<file path="config.mk">
export PLATFORM = sky130hd
export DESIGN_NAME = alarm_match_unit
export DESIGN_NICKNAME = d
export VERILOG_FILES = /design/src/rtl/alarm_cmp_pkg.sv /design/src/rtl/alarm_field_reg.sv /design/src/rtl/alarm_regfile.sv /design/src/rtl/alarm_mode_decode.sv /design/src/rtl/alarm_compare.sv /design/src/rtl/alarm_event.sv /design/src/rtl/alarm_match_unit.sv
export SDC_FILE = /design/constraint.sdc
export NUM_CORES = 1
export LEC_CHECK = 0
export CORE_MARGIN = 3
export CORE_UTILIZATION = 51
export CTS_CLUSTER_SIZE = 40
export DETAILED_ROUTE_END_ITERATION = 10
export PLACE_DENSITY = 0.89
export SETUP_SLACK_MARGIN = 0.02
export SLEW_MARGIN = 40
export SYNTH_ARGS = -nofsm -noshare
export SYNTH_HDL_FRONTEND = slang
export SYNTH_SLANG_ARGS = --single-unit
</file>
<file path="constraint.sdc">
create_clock -name clk -period 2.6 [get_ports clk]
set_input_delay 0.52 -clock clk [delete_from_list [all_inputs] [get_ports clk]]
set_output_delay 0.52 -clock clk [all_outputs]
set_load 0.02 [all_outputs]
</file>
<file path="src/rtl/alarm_cmp_pkg.sv">
// Shared constants, types and helper functions for the alarm comparator.
// Field index order is second, minute, hour, date; the register address of
// an alarm field equals its index.
package alarm_cmp_pkg;

    localparam int DATA_W     = 8;
    localparam int NUM_FIELDS = 4;

    localparam int F_SEC  = 0;
    localparam int F_MIN  = 1;
    localparam int F_HOUR = 2;
    localparam int F_DATE = 3;

    localparam int REG_ENABLE = 4;
    localparam int REG_FLAGS  = 5;

    localparam int REPEAT_BIT = 7;
    localparam int IRQ_EN_BIT = 7;
    localparam int FLAG_BIT   = 6;

    typedef logic [NUM_FIELDS-1:0][DATA_W-1:0] tod_t;

    typedef enum logic [2:0] {
        RPT_MONTH,
        RPT_DAY,
        RPT_HOUR,
        RPT_MINUTE,
        RPT_SECOND
    } repeat_t;

    // Bits of a written byte that take part in the range check.
    function automatic logic [DATA_W-1:0] keep_mask(input int f);
        case (f)
            F_SEC, F_MIN: return 8'h7F;
            F_HOUR:       return 8'h3F;
            default:      return 8'h1F;
        endcase
    endfunction

    // Largest accepted decoded value per field.
    function automatic int max_val(input int f);
        case (f)
            F_SEC, F_MIN: return 59;
            F_HOUR:       return 23;
            default:      return 255;
        endcase
    endfunction

    // Whether a decoded value of zero is accepted.
    function automatic bit zero_ok(input int f);
        return (f != F_DATE);
    endfunction

    // Bits of each field that are compared against the running time.
    function automatic logic [DATA_W-1:0] cmp_mask(input int f);
        case (f)
            F_SEC, F_MIN: return 8'h7F;
            default:      return 8'h3F;
        endcase
    endfunction

    // Two-digit BCD to binary; the tens digit is taken as given.
    function automatic logic [DATA_W-1:0] bcd_to_bin(input logic [DATA_W-1:0] v);
        logic [DATA_W-1:0] tens;
        logic [DATA_W-1:0] ones;
        tens = {4'd0, v[7:4]};
        ones = {4'd0, v[3:0]};
        return tens * 8'd10 + ones;
    endfunction

endpackage

</file>
<file path="src/rtl/alarm_field_reg.sv">
// One alarm field register with write validation.
// Assumes an 8-bit BCD byte; KEEP selects the bits decoded for the range
// check, the whole byte (mask bit included) is stored when accepted.
module alarm_field_reg
    import alarm_cmp_pkg::*;
#(
    parameter logic [DATA_W-1:0] KEEP = 8'h7F,
    parameter int                MAXV = 59,
    parameter bit                ZOK  = 1'b1
) (
    input  logic              clk,
    input  logic              rst_n,
    input  logic              wr_en,
    input  logic [DATA_W-1:0] wdata,
    output logic [DATA_W-1:0] value
);

    logic [DATA_W-1:0] decoded;
    logic              accept;

    // Decode the kept bits and test them against the field limits.
    always_comb begin
        decoded = bcd_to_bin(wdata & KEEP);
        accept  = (int'(decoded) <= MAXV) && (ZOK || (decoded != '0));
    end

    // Store an accepted write; ignore a rejected one.
    always_ff @(posedge clk) begin
        if (!rst_n) begin
            value <= '0;
        end else if (wr_en && accept) begin
            value <= wdata;
        end
    end

    // a rejected write keeps the old content.
    a_r2_reject_holds: assert property (@(posedge clk) disable iff (!rst_n)
        (wr_en && !accept) |=> $stable(value));

    // an accepted write stores the full byte.
    a_r2_accept_stores: assert property (@(posedge clk) disable iff (!rst_n)
        (wr_en && accept) |=> (value == $past(wdata)));

endmodule

</file>
<file path="src/rtl/alarm_regfile.sv">
// Alarm field registers (one per field, built by generate) plus the
// interrupt enable register. Field address equals field index.
module alarm_regfile
    import alarm_cmp_pkg::*;
#(
    parameter int ADDR_W = 3
) (
    input  logic              clk,
    input  logic              rst_n,
    input  logic              wr,
    input  logic [ADDR_W-1:0] addr,
    input  logic [DATA_W-1:0] wdata,
    output tod_t              alarm_f,
    output logic [DATA_W-1:0] enable_r
);

    genvar f;
    generate
        for (f = 0; f < NUM_FIELDS; f++) begin : g_field
            logic sel;
            assign sel = wr && (addr == ADDR_W'(f));
            alarm_field_reg #(
                .KEEP (keep_mask(f)),
                .MAXV (max_val(f)),
                .ZOK  (zero_ok(f))
            ) u_field (
                .clk   (clk),
                .rst_n (rst_n),
                .wr_en (sel),
                .wdata (wdata),
                .value (alarm_f[f])
            );
        end
    endgenerate

    // Enable register accepts any byte.
    always_ff @(posedge clk) begin
        if (!rst_n) begin
            enable_r <= '0;
        end else if (wr && (addr == ADDR_W'(REG_ENABLE))) begin
            enable_r <= wdata;
        end
    end

endmodule

</file>
<file path="src/rtl/alarm_mode_decode.sv">
// Turns the four repeat-mask bits into a repeat mode and the set of fields
// that must match. Assumes rpt[f] is bit 7 of alarm field f.
module alarm_mode_decode
    import alarm_cmp_pkg::*;
(
    input  logic [NUM_FIELDS-1:0] rpt,
    output logic [NUM_FIELDS-1:0] need
);

    repeat_t mode;

    // Pick the repeat mode from the mask ladder.
    always_comb begin
        case ({rpt[F_DATE], rpt[F_HOUR], rpt[F_MIN], rpt[F_SEC]})
            4'b0000: mode = RPT_MONTH;
            4'b1000: mode = RPT_DAY;
            4'b1100: mode = RPT_HOUR;
            4'b1110: mode = RPT_MINUTE;
            default: mode = RPT_SECOND;
        endcase
    end

    // Fields taking part in the comparison for each mode.
    always_comb begin
        need = '0;
        case (mode)
            RPT_MONTH:  need = 4'b1111;
            RPT_DAY:    need = 4'b0111;
            RPT_HOUR:   need = 4'b0011;
            RPT_MINUTE: need = 4'b0001;
            default:    need = 4'b0000;
        endcase
    end

endmodule

</file>
<file path="src/rtl/alarm_compare.sv">
// Per-field equality of alarm against current time, then a firing decision
// on the tick. Assumes time inputs are already updated when sec_tick is high.
module alarm_compare
    import alarm_cmp_pkg::*;
(
    input  tod_t                  alarm_f,
    input  tod_t                  now_tod,
    input  logic [NUM_FIELDS-1:0] need,
    input  logic                  sec_tick,
    output logic                  fire
);

    logic [NUM_FIELDS-1:0] eq;

    genvar f;
    generate
        for (f = 0; f < NUM_FIELDS; f++) begin : g_eq
            assign eq[f] = (((alarm_f[f] ^ now_tod[f]) & cmp_mask(f)) == '0);
        end
    endgenerate

    // Fire when every required field matches on a tick.
    assign fire = sec_tick && ((eq | ~need) == '1);

endmodule

</file>
<file path="src/rtl/alarm_event.sv">
// Produces the gated interrupt pulse and the sticky flag from a firing
// event. Set takes priority over a read-clear in the same cycle.
module alarm_event (
    input  logic clk,
    input  logic rst_n,
    input  logic fire,
    input  logic irq_en,
    input  logic flag_clr,
    output logic irq_pulse,
    output logic alarm_flag
);

    // One-cycle pulse, gated by the enable bit.
    always_ff @(posedge clk) begin
        if (!rst_n) begin
            irq_pulse <= 1'b0;
        end else begin
            irq_pulse <= fire && irq_en;
        end
    end

    // Sticky flag: set on firing, cleared by a flag read.
    always_ff @(posedge clk) begin
        if (!rst_n) begin
            alarm_flag <= 1'b0;
        end else if (fire) begin
            alarm_flag <= 1'b1;
        end else if (flag_clr) begin
            alarm_flag <= 1'b0;
        end
    end

    // a pulse needs a firing event while enabled in the previous cycle.
    a_r9_irq_gated: assert property (@(posedge clk) disable iff (!rst_n)
        irq_pulse |-> ($past(fire) && $past(irq_en)));

    // firing wins over a simultaneous clear.
    a_r10_set_wins: assert property (@(posedge clk) disable iff (!rst_n)
        ($past(rst_n) && $past(fire)) |-> alarm_flag);

    // a clear without firing drops the flag.
    a_r10_read_clears: assert property (@(posedge clk) disable iff (!rst_n)
        ($past(rst_n) && $past(flag_clr) && !$past(fire)) |-> !alarm_flag);

endmodule

</file>
<file path="src/rtl/alarm_match_unit.sv">
// Top of the alarm comparator: register port, mask-ladder decode, field
// compare and event generation. Read data is registered and is zero after
// a cycle without a read. Assumes BCD time inputs from an external clock.
module alarm_match_unit
    import alarm_cmp_pkg::*;
#(
    parameter int ADDR_W = 3
) (
    input  logic              clk,
    input  logic              rst_n,
    input  logic              reg_wr,
    input  logic              reg_rd,
    input  logic [ADDR_W-1:0] reg_addr,
    input  logic [7:0]        reg_wdata,
    output logic [7:0]        reg_rdata,
    input  logic [7:0]        cur_sec,
    input  logic [7:0]        cur_min,
    input  logic [7:0]        cur_hour,
    input  logic [7:0]        cur_date,
    input  logic              sec_tick,
    output logic              irq_pulse,
    output logic              alarm_flag
);

    tod_t                  alarm_f;
    tod_t                  now_tod;
    logic [DATA_W-1:0]     enable_r;
    logic [NUM_FIELDS-1:0] rpt;
    logic [NUM_FIELDS-1:0] need;
    logic                  fire;
    logic                  flag_clr;
    logic [DATA_W-1:0]     rd_mux;

    assign now_tod  = {cur_date, cur_hour, cur_min, cur_sec};
    assign flag_clr = reg_rd && (reg_addr == ADDR_W'(REG_FLAGS));

    genvar f;
    generate
        for (f = 0; f < NUM_FIELDS; f++) begin : g_rpt
            assign rpt[f] = alarm_f[f][REPEAT_BIT];
        end
    endgenerate

    alarm_regfile #(.ADDR_W(ADDR_W)) u_regs (
        .clk      (clk),
        .rst_n    (rst_n),
        .wr       (reg_wr),
        .addr     (reg_addr),
        .wdata    (reg_wdata),
        .alarm_f  (alarm_f),
        .enable_r (enable_r)
    );

    alarm_mode_decode u_mode (
        .rpt  (rpt),
        .need (need)
    );

    alarm_compare u_cmp (
        .alarm_f  (alarm_f),
        .now_tod  (now_tod),
        .need     (need),
        .sec_tick (sec_tick),
        .fire     (fire)
    );

    alarm_event u_evt (
        .clk        (clk),
        .rst_n      (rst_n),
        .fire       (fire),
        .irq_en     (enable_r[IRQ_EN_BIT]),
        .flag_clr   (flag_clr),
        .irq_pulse  (irq_pulse),
        .alarm_flag (alarm_flag)
    );

    // Select the register addressed by a read.
    always_comb begin
        rd_mux = '0;
        if (int'(reg_addr) < NUM_FIELDS) begin
            rd_mux = alarm_f[reg_addr[1:0]];
        end else if (reg_addr == ADDR_W'(REG_ENABLE)) begin
            rd_mux = enable_r;
        end else if (reg_addr == ADDR_W'(REG_FLAGS)) begin
            rd_mux[FLAG_BIT] = alarm_flag;
        end
    end

    // Register the read data; zero when no read.
    always_ff @(posedge clk) begin
        if (!rst_n) begin
            reg_rdata <= '0;
        end else begin
            reg_rdata <= reg_rd ? rd_mux : '0;
        end
    end

    // the flag only rises after a tick.
    a_r11_no_tick_no_flag: assert property (@(posedge clk) disable iff (!rst_n)
        ($past(rst_n) && $rose(alarm_flag)) |-> $past(sec_tick));

    // a pulse always follows a tick.
    a_r9_pulse_from_tick: assert property (@(posedge clk) disable iff (!rst_n)
        irq_pulse |-> $past(sec_tick));

    // read data is zero after a cycle without a read.
    a_r5_rdata_idle: assert property (@(posedge clk) disable iff (!rst_n)
        ($past(rst_n) && !$past(reg_rd)) |-> (reg_rdata == '0));

endmodule

</file>
==> impl_metrics.ini <==
[layout]
syn2layout_area_growth_pct = 33.5
stdcell_count = 427
antenna_cells = 0
multi_input_area_sq_um = 1610
drive_gt1_share_pct = 13.3
final_util_pct = 72.4
fin_nets = 416
n_fill_cell = 392
seqCellArea_sq_um = 1000
final_cell_area_sq_um = 3530

[sta]
finalSetupTns_ps = 0
post-route-min-period_ps = 2520
worstMarginPinSlew_ps = 826
setup_viol = 0
hold_viol_final = 0
timing.final.max_slew_violations = 0
whs_ps = 457
clock_skew_ps = 10.8
max_freq_mhz = 396
min_period_over_period_pct = 97.1
layout_setup_ws_ps = 75.7
rsz0062_at_grt = false
max_slew_margin_pct = 44.9

[floorplan]
pin_count = 58
die_h_um = 78.0
dieArea_sq_um = 6090
start_util_pct = 54.2
die_width_um = 78.0
coreArea_sq_um = 4880
num_rows = 25

[logic_synthesis]
yosys-top-cells-area = dfxtp_1, mux2i_1, xnor2_1
yosysUniqueCellTypes = 36
yosysWarningCount = 0
ys_ff_latch = 50
synth_seq_area_share_pct = 37.8
synth_top_area_cell = dfxtp_1
synth_top_area_share_pct = 37.8
synth_cells = 288
synth_area_sq_um = 2650
synthesis.nets = 345
avgSynthCellArea_sq_um = 9.19

[clock_network]
clockBufferDepth = 2
cts_tree = done
clk_latency_ps = 320
cts.sinks = 50
clk_pin_slew_ps = 100
cts_buffers = 5
htree_levels = 2
cts_root_buf = clkbuf_8

[worst_setup_path]
r2r-start = u_regs.g_field[2].u_field.value[3]$_SDFFE_PN0P_
crit_type = primary input to flip-flop
cp-end-kind = flip-flop
reg2reg_slack_ps = 1210
cp-endpoint = u_regs.g_field[3].u_field.value[6]$_SDFFE_PN0P_
crit_arrival_ps = 2700
cp_max_fo = 8
r2r_end = u_evt.alarm_flag$_SDFFE_PN0P_
crit_start = reg_wdata[3]
required_ps = 2780
cp-start-kind = primary input
ff2ff_path_depth = 5

[status]
status = finished, final reports clean

[detailed_routing]
routed_wl_mm = 7.68
ant_nets = 0
num_vias = 2484
drt_iter0_drc = 161
wl_per_cell_um = 18.0
viasPerCell = 5.82
drc_errors = 0
drtPass1Iterations = 5

[run]
drv_cap = 0

[hold_path]
hp-class = flip-flop to flip-flop

[placement]
dp.cells = 419
io_buffers = 51
place_ws_ps = -469
dpl_cell_area_sq_um = 3400
gp_congestion = 0.913
dpl.hpwl_mm = 5.63

[power]
ir_drop_mv = 0.336
swShare_pct = 28.4
seqPwrFrac_pct = 49.9
leakage_nw = 1.39
pwr_density_cell_nw_per_um2 = 452
p_clk_share_pct = 30.5
total_power_mw = 1.60
power.combinational.fraction_pct = 19.6
p_int_mw = 1.14
power.switching_mw = 0.453

[global_routing]
overflow = 0
grt_pass1_wl_mm = 12.3
met3_usage_pct = 5.50
grt_pass1_vias = 2491
grt_max_degree = 27
grtUsageTotal_pct = 26.4
use_met2_pct = 45.8
busiest_layer = met2
use_met1_pct = 31.0
antenna_found_initial = 0
## how the worst min path moves through the flow
stage	startpoint	endpoint	slack, ps	cells past startpoint
final	u_regs.enable_r[7]$_SDFFE_PN0P_	u_evt.irq_pulse$_SDFF_PN0_	460	2
after global placement	u_regs.enable_r[7]$_SDFFE_PN0P_	u_evt.irq_pulse$_SDFF_PN0_	440	2
after global routing	u_regs.enable_r[4]$_SDFFE_PN0P_	u_regs.enable_r[4]$_SDFFE_PN0P_	480	2
after CTS	u_regs.enable_r[7]$_SDFFE_PN0P_	u_evt.irq_pulse$_SDFF_PN0_	460	2
after detailed placement	u_regs.enable_r[7]$_SDFFE_PN0P_	u_evt.irq_pulse$_SDFF_PN0_	440	2
after floorplan	u_regs.enable_r[7]$_SDFFE_PN0P_	u_evt.irq_pulse$_SDFF_PN0_	420	2
## cells in the mapped netlist, drive strengths merged
cell type / count
a211o: 1
a21boi: 1
a21o: 3
a21oi: 22
a221oi: 1
a22oi: 7
and2: 3
and3: 1
and3b: 1
and4b: 1
buf: 4
clkbuf: 7
dfxtp: 50
fa: 1
ha: 8
inv: 5
mux2i: 25
mux4: 8
nand2: 46
nand2b: 2
nand3: 9
nand4: 6
nor2: 22
nor2b: 4
nor3: 1
nor4: 1
o2111ai: 1
o211ai: 1
o21ai: 13
o311a: 1
o311ai: 1
o31ai: 2
or3b: 1
or4: 1
xnor2: 24
xor2: 3
## what timing repair did
item / 4_1_cts / 5_1_grt
gates resized for setup: 8 / 4
buffers inserted: 0 / 0
hold buffers: 0 / 0
setup endpoints to repair: 24 / 22
pin swaps: 1 / 3
## registers in the layout, indices dropped and copies added, names as in the netlist
signal and count:
reg_rdata 8, u_evt.irq_pulse 1, u_regs.enable_r 8, u_evt.alarm_flag 1
u_regs.g_field.u_field.value 32
## kinds of logic (layout without fill, tap and decap cells)
kind of cell	Yosys count	in the layout	synth area share (%)
mux	33	33	16.3
xor+xnor	27	27	8.94
fa+ha+maj	9	9	4.54
simple gates	99	99	17.0
compound gates	54	54	13.0
flops	50	50	37.8
buf+inv	16	88	2.46
## cell type report
class	instances	area share (%)
multi-input combinational	222	45.6
clock inverter	3	0.815
inverter	5	0.531
tap	67	2.37
sequential	50	28.3
clock buffer	5	1.95
timing repair buffer	75	20.4
## power groups by stage
stage          combinational, mW  clock, mW  sequential (mW)
2_1_floorplan              0.151          0            0.810
3_3_place_gp               0.288          0            0.814
3_5_place_dp               0.298          0            0.815
4_1_cts                    0.303      0.488            0.797
5_1_grt                    0.337      0.528            0.800
6_report                   0.313      0.487            0.798
## routing by layer
| layer | part of all wire (%) | vias to the layer above |
|---|---|---|
| li1 | - | 1163 |
| met1 | 38 | 1142 |
| met2 | 50 | 157 |
| met3 | 8.9 | 22 |
| met4 | 2.5 | 0 |
| met5 | 0 | - |
## cell usage in the layout (no fill, tap or decap), types with 3 or more instances in the layout
cell             Yosys  layout
mux2i_1             25      24
nand2_1             46      46
xnor2_1             24      24
and2_1               3       3
nand4_1              6       6
inv_1                5       5
nor2b_1              4       4
clkdlybuf4s50_1      0      47
ha_1                 8       6
xor2_1               3       3
mux4_2               8       8
clkbuf_8             0       5
buf_4                0      21
nand3_1              9       9
nor2_1              22      22
a22oi_1              7       7
o21ai_0             13      12
dfxtp_1             50      50
a21o_1               3       3
a21oi_1             22      22
## worst max-delay path: stages
cell and delay (ps):
clkdlybuf4s50_1 550, buf_4 210, ha_1 210, or4_4 500
o2111ai_4 230, buf_12 170, mux2i_2 240, nor2_1 60
Note: power is estimated with default switching activity, not from simulation.
